## src/rtl/fdec_pkg.sv

```systemverilog
package fdec_pkg;
    localparam int WIN     = 5;
    localparam int UOPS    = 4;
    localparam int MAXF    = 2;
    localparam int LEN_W   = 4;
    localparam int UM_W    = $clog2(UOPS);
    localparam int IDX_W   = $clog2(WIN);
    localparam int SEQ_W   = $clog2(UOPS);
    localparam int TAKE_W  = $clog2(WIN + 1);
    localparam int POS_W   = $clog2(UOPS + 1);
    localparam int SLOT_W  = $clog2(UOPS);
    localparam int FUS_W   = $clog2(MAXF + 1);
    localparam int BYTES_W = $clog2(WIN * ((1 << LEN_W) - 1) + 1);
    localparam int CNTU_W  = $clog2(UOPS + 1);

    typedef struct packed {
        logic             vld;
        logic             fused;
        logic [IDX_W-1:0] idx;
        logic [SEQ_W-1:0] seq;
    } desc_t;
endpackage

```

## src/rtl/fdec_walk.sv

```systemverilog
module fdec_walk
    import fdec_pkg::*;
(
    input  logic [WIN-1:0]       vld,
    input  logic [WIN-1:0]       arith,
    input  logic [WIN-1:0]       jump,
    input  logic [WIN*UM_W-1:0]  um1,
    input  logic [WIN*LEN_W-1:0] len,
    output logic [TAKE_W-1:0]    take,
    output logic [BYTES_W-1:0]   bytes,
    output desc_t [UOPS-1:0]     slot
);
    logic [WIN-1:0]   nxt_j;
    logic [LEN_W-1:0] nxt_l [WIN];

    for (genvar g = 0; g < WIN; g++) begin : g_look
        if (g < WIN - 1) begin : g_has
            assign nxt_j[g] = vld[g+1] & jump[g+1];
            assign nxt_l[g] = len[(g+1)*LEN_W +: LEN_W];
        end else begin : g_end
            assign nxt_j[g] = 1'b0;
            assign nxt_l[g] = '0;
        end
    end

    always_comb begin
        logic [POS_W-1:0] pos;
        logic [FUS_W-1:0] nf;
        logic             halt;
        logic             skip;
        logic [UM_W-1:0]  u;
        logic [LEN_W-1:0] l;
        pos   = '0;
        nf    = '0;
        halt  = 1'b0;
        skip  = 1'b0;
        take  = '0;
        bytes = '0;
        slot  = '0;
        for (int i = 0; i < WIN; i++) begin
            u = um1[i*UM_W +: UM_W];
            l = len[i*LEN_W +: LEN_W];
            if (skip) begin
                skip = 1'b0;
            end else if (!halt) begin
                if (!vld[i] || nf == FUS_W'(MAXF) || pos == POS_W'(UOPS)) begin
                    halt = 1'b1;
                end else if (u != '0) begin
                    if (pos != '0) begin
                        halt = 1'b1;
                    end else begin
                        for (int k = 0; k < UOPS; k++) begin
                            if (k <= int'(u)) begin
                                slot[k].vld   = 1'b1;
                                slot[k].fused = 1'b0;
                                slot[k].idx   = IDX_W'(i);
                                slot[k].seq   = SEQ_W'(k);
                            end
                        end
                        pos   = POS_W'(u) + POS_W'(1);
                        take  = TAKE_W'(i + 1);
                        bytes = bytes + BYTES_W'(l);
                    end
                end else if (arith[i] && pos == POS_W'(UOPS - 1)) begin
                    halt = 1'b1;
                end else begin
                    slot[pos[SLOT_W-1:0]].vld = 1'b1;
                    slot[pos[SLOT_W-1:0]].idx = IDX_W'(i);
                    slot[pos[SLOT_W-1:0]].seq = '0;
                    bytes = bytes + BYTES_W'(l);
                    if (arith[i] && nxt_j[i]) begin
                        slot[pos[SLOT_W-1:0]].fused = 1'b1;
                        bytes = bytes + BYTES_W'(nxt_l[i]);
                        nf    = nf + FUS_W'(1);
                        take  = TAKE_W'(i + 2);
                        skip  = 1'b1;
                    end else begin
                        slot[pos[SLOT_W-1:0]].fused = 1'b0;
                        take = TAKE_W'(i + 1);
                    end
                    pos = pos + POS_W'(1);
                end
            end
        end
    end
endmodule

```

## src/rtl/fdec_stats.sv

```systemverilog
module fdec_stats
    import fdec_pkg::*;
#(
    parameter int CNT_W = 32
) (
    input  logic             clk,
    input  logic             rst_n,
    input  desc_t [UOPS-1:0] dq,
    output logic [CNT_W-1:0] cnt_active,
    output logic [CNT_W-1:0] cnt_uops,
    output logic [CNT_W-1:0] cnt_fused
);
    typedef struct packed {
        logic [CNT_W-1:0] active;
        logic [CNT_W-1:0] uops;
        logic [CNT_W-1:0] fused;
    } cnt_t;

    cnt_t st_d, st_q;

    always_comb begin
        logic [CNTU_W-1:0] nu;
        logic [CNTU_W-1:0] nfz;
        nu  = '0;
        nfz = '0;
        for (int k = 0; k < UOPS; k++) begin
            nu  = nu + CNTU_W'(dq[k].vld);
            nfz = nfz + CNTU_W'(dq[k].vld & dq[k].fused);
        end
        st_d        = st_q;
        st_d.uops   = st_q.uops + CNT_W'(nu);
        st_d.fused  = st_q.fused + CNT_W'(nfz);
        if (nu != '0) begin
            st_d.active = st_q.active + CNT_W'(1);
        end
    end

    always_ff @(posedge clk or negedge rst_n) begin
        if (!rst_n) begin
            st_q <= '0;
        end else begin
            st_q <= st_d;
        end
    end

    assign cnt_active = st_q.active;
    assign cnt_uops   = st_q.uops;
    assign cnt_fused  = st_q.fused;
endmodule

```

## src/rtl/fdec_alloc.sv

```systemverilog
module fdec_alloc
    import fdec_pkg::*;
#(
    parameter int CNT_W = 32
) (
    input  logic                    clk,
    input  logic                    rst_n,
    input  logic [WIN-1:0]          in_vld,
    input  logic [WIN-1:0]          in_arith,
    input  logic [WIN-1:0]          in_jump,
    input  logic [WIN*UM_W-1:0]     in_um1,
    input  logic [WIN*LEN_W-1:0]    in_len,
    input  logic                    dq_room,
    output logic [TAKE_W-1:0]       take,
    output logic [BYTES_W-1:0]      take_bytes,
    output logic [UOPS-1:0]         dq_vld,
    output logic [UOPS-1:0]         dq_fused,
    output logic [UOPS*IDX_W-1:0]   dq_idx,
    output logic [UOPS*SEQ_W-1:0]   dq_seq,
    output logic [CNT_W-1:0]        cnt_active,
    output logic [CNT_W-1:0]        cnt_uops,
    output logic [CNT_W-1:0]        cnt_fused
);
    typedef struct packed {
        desc_t [UOPS-1:0] dq;
    } st_t;

    st_t                 st_d, st_q;
    logic [TAKE_W-1:0]   w_take;
    logic [BYTES_W-1:0]  w_bytes;
    desc_t [UOPS-1:0]    w_slot;

    fdec_walk i_walk (
        .vld   (in_vld),
        .arith (in_arith),
        .jump  (in_jump),
        .um1   (in_um1),
        .len   (in_len),
        .take  (w_take),
        .bytes (w_bytes),
        .slot  (w_slot)
    );

    always_comb begin
        st_d    = st_q;
        st_d.dq = dq_room ? w_slot : '0;
    end

    always_ff @(posedge clk or negedge rst_n) begin
        if (!rst_n) begin
            st_q <= '0;
        end else begin
            st_q <= st_d;
        end
    end

    assign take       = dq_room ? w_take : '0;
    assign take_bytes = dq_room ? w_bytes : '0;

    for (genvar g = 0; g < UOPS; g++) begin : g_out
        assign dq_vld[g]                   = st_q.dq[g].vld;
        assign dq_fused[g]                 = st_q.dq[g].fused;
        assign dq_idx[g*IDX_W +: IDX_W]    = st_q.dq[g].idx;
        assign dq_seq[g*SEQ_W +: SEQ_W]    = st_q.dq[g].seq;
    end

    fdec_stats #(.CNT_W(CNT_W)) i_stats (
        .clk        (clk),
        .rst_n      (rst_n),
        .dq         (st_q.dq),
        .cnt_active (cnt_active),
        .cnt_uops   (cnt_uops),
        .cnt_fused  (cnt_fused)
    );
endmodule

```

## config.mk

```make
export PLATFORM = sky130hd
export DESIGN_NAME = fdec_alloc
export DESIGN_NICKNAME = d
export VERILOG_FILES = /design/src/rtl/fdec_pkg.sv /design/src/rtl/fdec_walk.sv /design/src/rtl/fdec_stats.sv /design/src/rtl/fdec_alloc.sv
export SDC_FILE = /design/constraint.sdc
export NUM_CORES = 1
export LEC_CHECK = 0
export BUFFER_PORTS_ARGS = -buffer_cell sky130_fd_sc_hd__buf_4
export CORE_MARGIN = 4
export CORE_UTILIZATION = 55
export DETAILED_ROUTE_END_ITERATION = 10
export PLACE_DENSITY = 0.76
export SYNTH_ARGS = -nofsm -noshare
export SYNTH_HDL_FRONTEND = slang
export SYNTH_HIERARCHICAL = 1
export SYNTH_SLANG_ARGS = --single-unit
```

## constraint.sdc

```tcl
create_clock -name clk -period 10.7 [get_ports clk]
set_clock_uncertainty 0.2 [all_clocks]
set_input_delay 0.535 -clock clk [delete_from_list [all_inputs] [get_ports clk]]
set_output_delay 0.535 -clock clk [all_outputs]
set_load 0.02 [all_outputs]
```

# After elaboration in Yosys (flattened, before gate mapping)

Index checks and enable logic that the tools add are counted.

Register bits: 124
Input port bits: 48
Output and inout port bits: 134

$add $sub $neg: 27
Magnitude comparators: 23
Eq/ne operators: 12
Multiplexer cells: 240
Bitwise operators: 8
Reduce and logical (&&, ||, !) cells: 34

Operator list:

| operator                                                      | count |
|---|---|
| 2-to-1 mux 28 bit                                             | 29 |
| bitwise mux 28 bit                                            | 19 |
| 2-to-1 mux 7 bit                                              | 50 |
| demux 7 bit (select 2 bit)                                    | 16 |
| 2-to-1 mux 3 bit                                              | 48 |
| adder 32 x 3 -> 32 bit                                        | 2 |
| 2-to-1 mux 2 bit                                              | 25 |
| adder 7 x 4 -> 7 bit                                          | 7 |
| 2-to-1 mux 1 bit                                              | 43 |
| adder 32 x 1 -> 32 bit, second input constant                 | 1 |
| 2-to-1 mux 6 bit                                              | 5 |
| 2-to-1 mux 21 bit                                             | 1 |
| less-or-equal comparator 2 bit, first input constant          | 10 |
| 2-to-1 mux 5 bit                                              | 4 |
| nonzero test 3 bit                                            | 5 |
| adder 2 x 1 -> 3 bit, second input constant                   | 4 |
| equality test 3 x 2 -> 1 bit, second input constant           | 4 |
| equality test 3 bit, second input constant                    | 4 |
| logical AND 1 bit                                             | 12 |
| less-than comparator 2 x 3 -> 1 bit, second input constant    | 4 |
| less-or-equal comparator 1 x 2 -> 1 bit, first input constant | 5 |
| nonzero test 2 bit                                            | 5 |
| adder 3 x 1 -> 3 bit, second input constant                   | 3 |
| adder 3 bit                                                   | 3 |
| other kinds (9)                                               | 35 |

# Logic depth before layout (Yosys ltp)

Gate-level depths: netlist of the first run.

Depth after elaboration: 47
Mapped depth: 37
Gate-level depth less buffers: 36

# Modules after synthesis

The synthesis of the first run kept the hierarchy.

By module, submodules not included:

| module     | instances | cells an instance | area each (um^2) | sequential area each (um^2) |
|---|---|---|---|---|
| fdec_stats | 1         | 424               | 4780.8           | 2402.3 |
| fdec_walk  | 1         | 565               | 4011.3           | 0.0 |
| fdec_alloc | 1         | 70                | 977.2            | 700.7 |

# Least setup slack after synthesis of the first run

Ideal clock, no wire load.

Kind: input to output
Start: input port in_um1[0]
End: output port take_bytes[4]
Data arrival time: 7.128 ns
Required time: 9.965 ns
Slack: 2.837 ns
Stages: 35
Path through: inv_1 ha_1 and3_1 clkbuf_1 nand2_1 nand2_1 a21oi_1 ha_1 fa_1 inv_1 fa_1 a2bb2oi_1 o221a_2 inv_1 fa_1 inv_1 ha_1 a21o_1 a21oi_1 xnor2_1 nor2_1 a211oi_1 a211oi_1 ha_1 xnor2_1 ha_1 xor2_1 o211ai_1 o21ai_0 nor2_1 ha_1 a21oi_1 nor2_1 xnor2_1 and2_1

Longest elaborated chain between the ends: 34

RTL lines:

| item                                | RTL line                         | RTL |
|---|---|---|
| from (decl)                         | fdec_alloc.sv:11                 | `input logic [WIN*UM_W-1:0] in_um1,` |
| nonzero test 2 bit                  | fdec_walk.sv:48                  | `end else if (u != '0) begin` |
| 2-to-1 mux 7 bit                    | fdec_walk.sv:48                  |  |
| 2-to-1 mux 7 bit                    | fdec_walk.sv:46                  | `if (!vld[i] \|\| nf == FUS_W'(MAXF) \|\| pos == POS_W'(UOPS)) begin` |
| adder 7 x 4 -> 7 bit                | fdec_walk.sv:62, fdec_walk.sv:70 |  |
| adder 7 x 4 -> 7 bit                | fdec_walk.sv:73                  | `bytes = bytes + BYTES_W'(nxt_l[i]);` |
| 2-to-1 mux 7 bit                    | fdec_walk.sv:71                  | `if (arith[i] && nxt_j[i]) begin` |
| 2-to-1 mux 7 bit                    | fdec_walk.sv:64                  | `end else if (arith[i] && pos == POS_W'(UOPS - 1)) begin` |
| 2-to-1 mux 7 bit                    | fdec_walk.sv:48                  |  |
| [... 19 more ...]                   | -                                |  |
| adder 7 x 4 -> 7 bit                | fdec_walk.sv:62, fdec_walk.sv:70 |  |
| 2-to-1 mux 7 bit (on tied branches) | fdec_walk.sv:64, fdec_walk.sv:49 |  |
| 2-to-1 mux 7 bit                    | fdec_walk.sv:48                  |  |
| 2-to-1 mux 7 bit                    | fdec_walk.sv:46                  |  |
| 2-to-1 mux 7 bit                    | fdec_walk.sv:45                  | `end else if (!halt) begin` |
| 2-to-1 mux 7 bit *                  | fdec_walk.sv:43                  | `if (skip) begin` |
| named net w_bytes[4]                | fdec_alloc.sv:30                 | `logic [BYTES_W-1:0] w_bytes;` |
| 2-to-1 mux 7 bit *                  | fdec_alloc.sv:58                 | `assign take_bytes = dq_room ? w_bytes : '0;` |
| to (decl)                           | fdec_alloc.sv:15                 | `output logic [BYTES_W-1:0] take_bytes,` |

The timed path passes the listed nets; every way through them passes the cells marked *.

# Final worst setup path of the first run

Same ends and word-level chain as after synthesis.

==> summary.txt, run 1 <==
Status
  – Outcome: completed

Detailed routing
  – Met1 Wirelength: 10.8 mm
  – DR WL/cell: 17.6 µm
  – Total number of vias: 8641
  – Met2 WL post-DR: 12.6 mm
  – Routed wire length: 25.9 mm
  – DR pass1 iterations: 5
  – DRT antenna net count: 0
  – Met3 WL post-DR: 1.77 mm
  – Top Metal Used: met4
  – DR DRC count: 0
  – Initial detailed-routing violation count: 483
  – Detail-routed via count per cell: 5.87

Hold path
  – Hold Path Class: reg2reg
  – Hold EP: i_stats/cnt_fused[31]
  – Worst hold stages: 1
  – Hold Crit Start: i_stats/cnt_fused[31]

Timing
  – Rel. slew slack: 28.9%
  – Post-route setup TNS: 0 ns
  – Final hold vios: 0
  – RSZ-0062 raised after global routing: no
  – Max Clk Rate: 110 MHz
  – Min cycle time layout: 9.09 ns
  – Final worst path period share: 85.0%
  – Hold_ws: 0.278 ns
  – Slew @ Worst Pin: 1.07 ns
  – Final Max Tran Viols: 0
  – Setup-failing EPs final: 0

Layout
  – Area growth, synth to finish: 21.9%
  – Fin nets: 1363
  – Fillers: 1395
  – Layout cells sized above 1: 22.7%
  – Antenna fix cells: 0

Place
  – Gpl congestion: 0.933
  – Dpl hpwl: 19.9 mm
  – Number of port buffers: 180

Global routing
  – First-pass GRT wire length: 42.7 mm
  – Grt ovf: 0
  – Pin count of the biggest net entering global routing: 85
  – Number of global-route vias before repair: 8503
  – Initial antenna violation count: 0
  – GR Util All Layers: 26.0%

Synth
  – Yosys warnings: 6
  – Mapped Avg Cell Area: 9.23 µm²
  – Synth area leaders: dfrtp_1 32%, ha_1 8.6%, xnor2_1 7.4%, and2_1 3.3%, nor2_1 3.1%
  – EDFF count, synth: 0
  – Distinct cell type count after synthesis: 98
  – Area of the mapped netlist: 9770 µm²
  – FFs w/ async S/R, synth: 100%
  – Seq cells post-synth: 124
  – Top cell type's share of synthesized area: 31.8%
  – Synth Flop Type: dfrtp_1
  – Sequential share of the synthesized area: 31.8%
  – Post-synth top area cell: dfrtp_1
  – Cells after Synth: 1059

Worst setup path
  – Slowest-stage cell, CP: fa_1
  – Reg-to-reg critical path startpoint: dq_vld[0]
  – CP max stage delay: 0.55 ns
  – Cell count of the worst reg-to-reg path: 11
  – Cell mode on critical path: ha_1
  – Worst EP arrival: 8.36 ns
  – CP Capture Type: primary output
  – Worst Path Required: 9.97 ns
  – Reg-to-Reg End: i_stats/cnt_uops[28]
  – WS Path Type: in2out
  – R2R Setup Slk: 7.05 ns
  – Crit-path max FO: 10
  – Crit path launch type: input port

Power
  – Power Density: 132 nW/µm²
  – Pleak: 0.00565 µW
  – Maximum vdd drop: 0.110 mV

Clock network
  – CTS buffer count: 17
  – CTS tree: built
  – Root Driver: clkbuf_16
  – H-tree depth: 4
  – Clock sinks: 124
  – Setup repair bufs after CTS: 0
  – Skew-Pair Late Insertion Delay: 0.40 ns
  – Clock-pin slew on the worst setup and hold paths: 0.05 ns
  – Max clock buf depth: 2

Floorplanning
  – Effective utilization at floorplan: 56.3%
  – Core region area: 17400 µm²
  – Die height: 141 µm
  – # IOs: 182
  – DIE WIDTH: 141 µm
  – Die area: 20000 µm²
  – Row cnt: 48

Run
  – Max Cap Viol: 0
==> Yosys cell counts (5+ instances only) <==
cell,instances
and3_1,21
nand2_1,70
a21oi_1,58
o21ai_0,31
and2_1,52
nand3_2,6
inv_1,68
nand3_1,56
buf_6,5
dfrtp_1,124
nor3_1,20
fa_1,12
nor2_1,81
xnor2_1,82
o31ai_1,6
buf_4,7
a21o_1,14
o22ai_1,9
nor4_4,6
clkbuf_1,6
nand4_1,33
nor4_1,13
o211ai_1,7
nor2b_1,10
a22oi_1,7
and4_1,8
xor2_1,32
buf_2,10
nand2b_1,12
nor3_2,6
ha_1,67
==> cell usage in the layout, fill, tap and decap left out, types with 7 or more instances in the layout <==
cell,instances
ha_1,67
a22oi_1,7
nand2b_1,12
o22ai_1,9
and3_1,21
nor3_1,20
nor2_1,81
and4_1,8
nand4_1,33
dfrtp_1,124
clkbuf_16,17
xor2_1,32
nand2_1,70
nor2b_1,10
nor4_1,13
nand3_1,56
fa_1,12
a21o_1,14
inv_1,68
o211ai_1,7
buf_4,182
o21ai_0,31
xnor2_1,82
a21oi_1,58
and2_1,52
==> area by class of cell <==
type	count	area, µm²	share of cell area (%)
Clock buffer	18	439	3.69
Sequential cell	124	3100	26.1
Inverter	70	263	2.21
Tap cell	225	282	2.36
Clock inverter	13	215	1.81
Multi-Input combinational cell	840	6230	52.3
Timing Repair Buffer	183	1380	11.6
==> report_power, final <==
part	switching, µW	internal (µW)	total, µW
sequential	39.3	497	536
clock	214	420	634
combinational	239	164	403
total	492	1080	1570
==> critical path: cells and delay by family <==
kind,cells,cell delay [ns]
AOI/OAI and AO/OA,10,1.80
xor gates and xnor gates,5,1.00
adders and majority gates,9,3.15
buffers and inverters,6,0.57
and+or+nand+nor,7,1.31
==> logic make-up (layout without fill, tap and decap cells) <==
family | after synthesis | in the layout | share of synthesized area [%]
flip-flops | 124 | 124 | 31.8
other | 1 | 5 | 0.0384
adder cells (fa/ha/maj) | 79 | 79 | 11.0
buffers and inverters | 99 | 284 | 4.60
XOR/XNOR | 114 | 114 | 10.2
multiplexers | 6 | 6 | 0.679
AO/OA/AOI/OAI | 200 | 200 | 15.3
AND/OR/NAND/NOR | 436 | 436 | 26.4
==> what timing repair did <==
item	CTS	global route
hold endpoints to repair	40	0
gates resized for setup	0	0
hold buffers	1	0
==> layer usage <==
layer | vias up | track usage, %
met5 | - | 0
met4 | 0 | 8.57
met3 | 44 | 4.52
met2 | 303 | 43.5
met1 | 4140 | 34.3
li1 | 4154 | -
==> worst max-delay path by stage <==
stage	from	end	slack (ns)
global placement	in_um1[0]	take_bytes[4]	1.87
finish	in_um1[0]	take_bytes[4]	1.61
floorplan	in_um1[0]	take_bytes[4]	2.84
detailed placement	in_um1[0]	take_bytes[4]	1.62
global route	in_um1[0]	take_bytes[4]	1.0
CTS	in_um1[0]	take_bytes[4]	1.59
==> sequential cells by signal (all words and copies together), names as in the netlist <==
signal              count
dq_vld                  4
i_stats/cnt_fused      32
i_stats/cnt_active     32
dq_fused                4
dq_seq                  8
i_stats/cnt_uops       32
dq_idx                 12
==> metrics by stage <==
stage	std cells	instance area (µm²)	worst slack [ns]	total power, µW	util, %
final	1473	11900	1.61	1570	68.6
after global routing	1473	11900	0.999	1650	68.6
after CTS	1473	11900	1.59	1580	68.6
after detailed placement	1441	11200	1.62	942	64.8
after global placement	1441	11200	1.87	930	64.8
after floorplan	1063	9780	2.84	806	-
(Power assumes the default switching activity.)
==> inputs of run 2 (changes only) <==
ABC_AREA = 1   (was not set)
CORE_UTILIZATION = 52   (was 55)
PLACE_DENSITY = 0.75   (was 0.76)
clock period = 8.17 ns   (was 10.7 ns; I/O delays follow)
==> run 2 against run 1 <==
  * Register-to-register slack worse by 2.2 ns
  * Count of clock-buffer cells in the layout is 1 lower
  * Sequential power is 30% higher
  * Utilization is 0.97 points higher
  * Wire length is 19% higher
  * Non-clock buffer count is 66 higher
  * Combinational power is 69% higher
  * Global-route usage is 0.25 points higher
  * First-iteration DRC count is 58% higher
  * Largest power group unchanged
==> summary.txt, run 2 <==
Status
  – Outcome: completed

Detailed routing
  – Met2 WL post-DR: 14.4 mm (+14%)
  – Total number of vias: 10800 (+25%)
  – DR DRC count: 0 (unchanged)
  – DR pass1 iterations: 5 (unchanged)
  – Initial detailed-routing violation count: 761 (+58%)
  – Routed wire length: 30.9 mm (+19%)
  – DR WL/cell: 15.0 µm (-15%)
  – Top Metal Used: met4
  – Met3 WL post-DR: 2.16 mm (+22%)
  – Detail-routed via count per cell: 5.22 (-11%)
  – Met1 Wirelength: 13.6 mm (+26%)
  – DRT antenna net count: 0 (unchanged)

Synth
  – Synth Flop Type: dfrtp_1
  – Combinational family with the most area after synthesis: simple AND/OR/NAND/NOR gates
  – Distinct cell type count after synthesis: 54 (-45%)
  – FFs w/ async S/R, synth: 100% (unchanged)
  – Most common cell in the netlist: nand2_1
  – Top cell type's share of synthesized area: 29.5% (-2.3 points)
  – Yosys warnings: 6 (unchanged)
  – Commonest cells post-synth: 454 x nand2_1, 233 x inv_1, 163 x nor2_1
  – Sequential share of the synthesized area: 29.5% (-2.3 points)
  – Seq cells post-synth: 124 (unchanged)
  – Area of the mapped netlist: 10500 µm² (+7.7%)
  – Simple-gate area share of the yosys netlist: 37.1% (+11 points)
  – Mux contribution to synthesized area: 0% (-0.68 points)
  – Post-synth top area cell: dfrtp_1
  – Synth Area in Adders: 10.2% (-0.79 points)
  – Cells after Synth: 1523 (+44%)
  – Synth Area in XOR/XNOR: 5.66% (-4.6 points)
  – Compound-Gate Fraction of Synth Area: 7.78% (-7.5 points)
  – Synth area leaders: dfrtp_1 29%, nand2_1 16%, inv_1 8.3%, ha_1 8.0%, nor2_1 5.8%
  – Mapped Avg Cell Area: 6.91 µm² (-25%)
  – EDFF count, synth: 0 (unchanged)

Timing
  – Worst Slack Setup Final: 0.161 ns (-1.44 ns)
  – Rel. slew slack: 48.2% (+19 points)
  – Final hold vios: 0 (unchanged)
  – Final worst path period share: 98.0%
  – Max Clk Rate: 125 MHz
  – Slew @ Worst Pin: 0.778 ns (-0.290 ns)
  – Final Max Tran Viols: 0 (unchanged)
  – Post-route setup TNS: 0 ns (unchanged)
  – Setup-failing EPs final: 0 (unchanged)
  – Min cycle time layout: 8.01 ns

Global routing
  – Number of global-route vias before repair: 10100 (+19%)
  – Pin count of the biggest net entering global routing: 67 (-21%)
  – Initial antenna violation count: 0 (unchanged)
  – Grt ovf: 0 (unchanged)
  – GR Util All Layers: 26.2% (+0.25 points)
  – First-pass GRT wire length: 48.0 mm (+12%)

Power
  – Power Density: 157 nW/µm² (+19%)
  – Flop pwr share: 32.5% (-1.6 points)
  – Combinational share of power: 31.7% (+6.1 points)
  – Maximum vdd drop: 0.101 mV (-7.6%)
  – Pleak: 0.00732 µW (+29%)
  – Total net switching power: 723 µW (+47%)
  – Total Power: 2150 µW (+37%)
  – Clk pwr share: 35.8% (-4.5 points)
  – P_int: 1430 µW (+32%)
  – Sw Share: 33.7% (+2.4 points)

Clock network
  – Skew-Pair Late Insertion Delay: 0.41 ns (about the same)
  – CTS tree: built
  – CTS buffer count: 17 (unchanged)
  – H-tree depth: 4 (unchanged)
  – Clock sinks: 124 (unchanged)
  – Clock-pin slew on the worst setup and hold paths: 0.05 ns (about the same)
  – Root Driver: clkbuf_16
  – Max clock buf depth: 2 (unchanged)

Layout
  – Commonest cells after routing, fill and taps aside: 450 x nand2_1, 246 x buf_4, 221 x inv_1
  – Final core occ: 69.6% (+0.97 points)
  – Commonest non-fill, non-tap cell in the layout: nand2_1
  – Layout cells sized above 1: 25.4% (+2.7 points)
  – Fin nets: 1912 (+40%)
  – Final std cells w/o fill: 2063 (+40%)
  – Area growth, synth to finish: 30.0%
  – Antenna fix cells: 0 (unchanged)

Floorplanning
  – Core region area: 19700 µm² (+13%)
  – Die area: 22600 µm² (+13%)
  – Die height: 150 µm (+6.4%)
  – Effective utilization at floorplan: 53.5% (-2.7 points)
  – DIE WIDTH: 150 µm (+6.4%)
  – # IOs: 182 (unchanged)
  – Row cnt: 51 (+6.3%)

Worst setup path
  – Cell count of the worst reg-to-reg path: 15 (+4)
  – CP Capture Type: primary output
  – Worst Setup EP: take_bytes[3]
  – Setup crit start: in_um1[1]
  – R2R Setup Slk: 4.86 ns (-2.19 ns)
  – Crit-path max FO: 2 (-8)
  – Slowest-stage cell, CP: fa_2
  – CP max stage delay: 0.55 ns (about the same)
  – Reg-to-reg critical path startpoint: dq_vld[0]
  – Reg-to-Reg End: i_stats/cnt_uops[22]
  – Worst Path Required: 7.56 ns (-2.41 ns)
  – Crit path launch type: input port
  – WS Path Type: in2out
  – Cell mode on critical path: inv_2
  – Worst EP arrival: 7.40 ns (-0.96 ns)

Place
  – Number of port buffers: 180 (unchanged)
  – Place WS: -0.308 ns (-1.92 ns)
  – Dpl hpwl: 23.8 mm (+20%)
  – Placed cells: 2001 (+39%)
  – Gpl congestion: 0.950 (+1.9%)

Hold path
  – Worst hold stages: 3 (+2)
  – Hold Path Class: in2reg

Run
  – Max Cap Viol: 0 (unchanged)
-- run 2: layout make-up --
type,instances,area [µm²]
multi-input cells,1144,6800
well taps,265,332
clock buffers,17,425
clock inverters,15,188
fillers,1651,5980
repair buffers,249,1880
inverters,249,950
flip-flops and latches,124,3100
-- run 2: cell families after synthesis --
family                     after synthesis
adders and majority gates               79
AOI/OAI and AO/OA                      139
xor gates and xnor gates                68
DFF                                    124
buffers and inverters                  259
and+or+nand+nor                        853
other                                    1
-- run 2: repair_timing --
| item | in CTS | in global routing |
|---|---|---|
| gates resized for setup | 33 | 60 |
| hold buffers | 1 | 0 |
| buffers inserted | 19 | 11 |
| endpoints found under the setup margin | 4 | 6 |
| endpoints found under the hold margin | 65 | 0 |
| pin swaps | 24 | 46 |
-- run 2: worst min path at each step --
stage	end	from	slack, ns
after CTS	dq_vld[0]	in_vld[0]	0.08
after floorplan	dq_fused[0]	rst_n	-0.09
final	dq_vld[0]	in_vld[0]	0.1
after global placement	i_stats/cnt_uops[31]	i_stats/cnt_uops[31]	0.27
after detailed placement	i_stats/cnt_uops[31]	i_stats/cnt_uops[31]	0.29
after global routing	dq_vld[0]	in_vld[0]	0.1
-- run 2: per-layer routing --
layer,global-route usage (%),vias up
met5,0,-
met1,36.1,4951
met4,8.05,0
met3,3.61,61
li1,-,5344
met2,43.2,419
-- run 2: power by group through the flow --
stage | clock network [µW] | logic, µW | registers (µW)
finish | 770 | 681 | 699
global route | 817 | 747 | 704
CTS | 786 | 609 | 698
detailed placement | 0 | 574 | 709
global placement | 0 | 561 | 708
floorplan | 0 | 326 | 742
-- run 2: metrics by stage --
| step | instance area [µm²] | hold slack [ns] |
|---|---|---|
| floorplan | 10500 | -0.0871 |
| global placement | 12400 | 0.270 |
| detailed placement | 12400 | 0.295 |
| CTS | 13300 | 0.0828 |
| global route | 13700 | 0.0956 |
| finish | 13700 | 0.0959 |
-- run 2: critical path, delay by kind of cell --
family          cells  cell delay (ns)
fa+ha+maj           9             2.80
xor+xnor            2             0.35
compound gates      9             1.39
simple gates       13             1.54
buf+inv            13             0.91
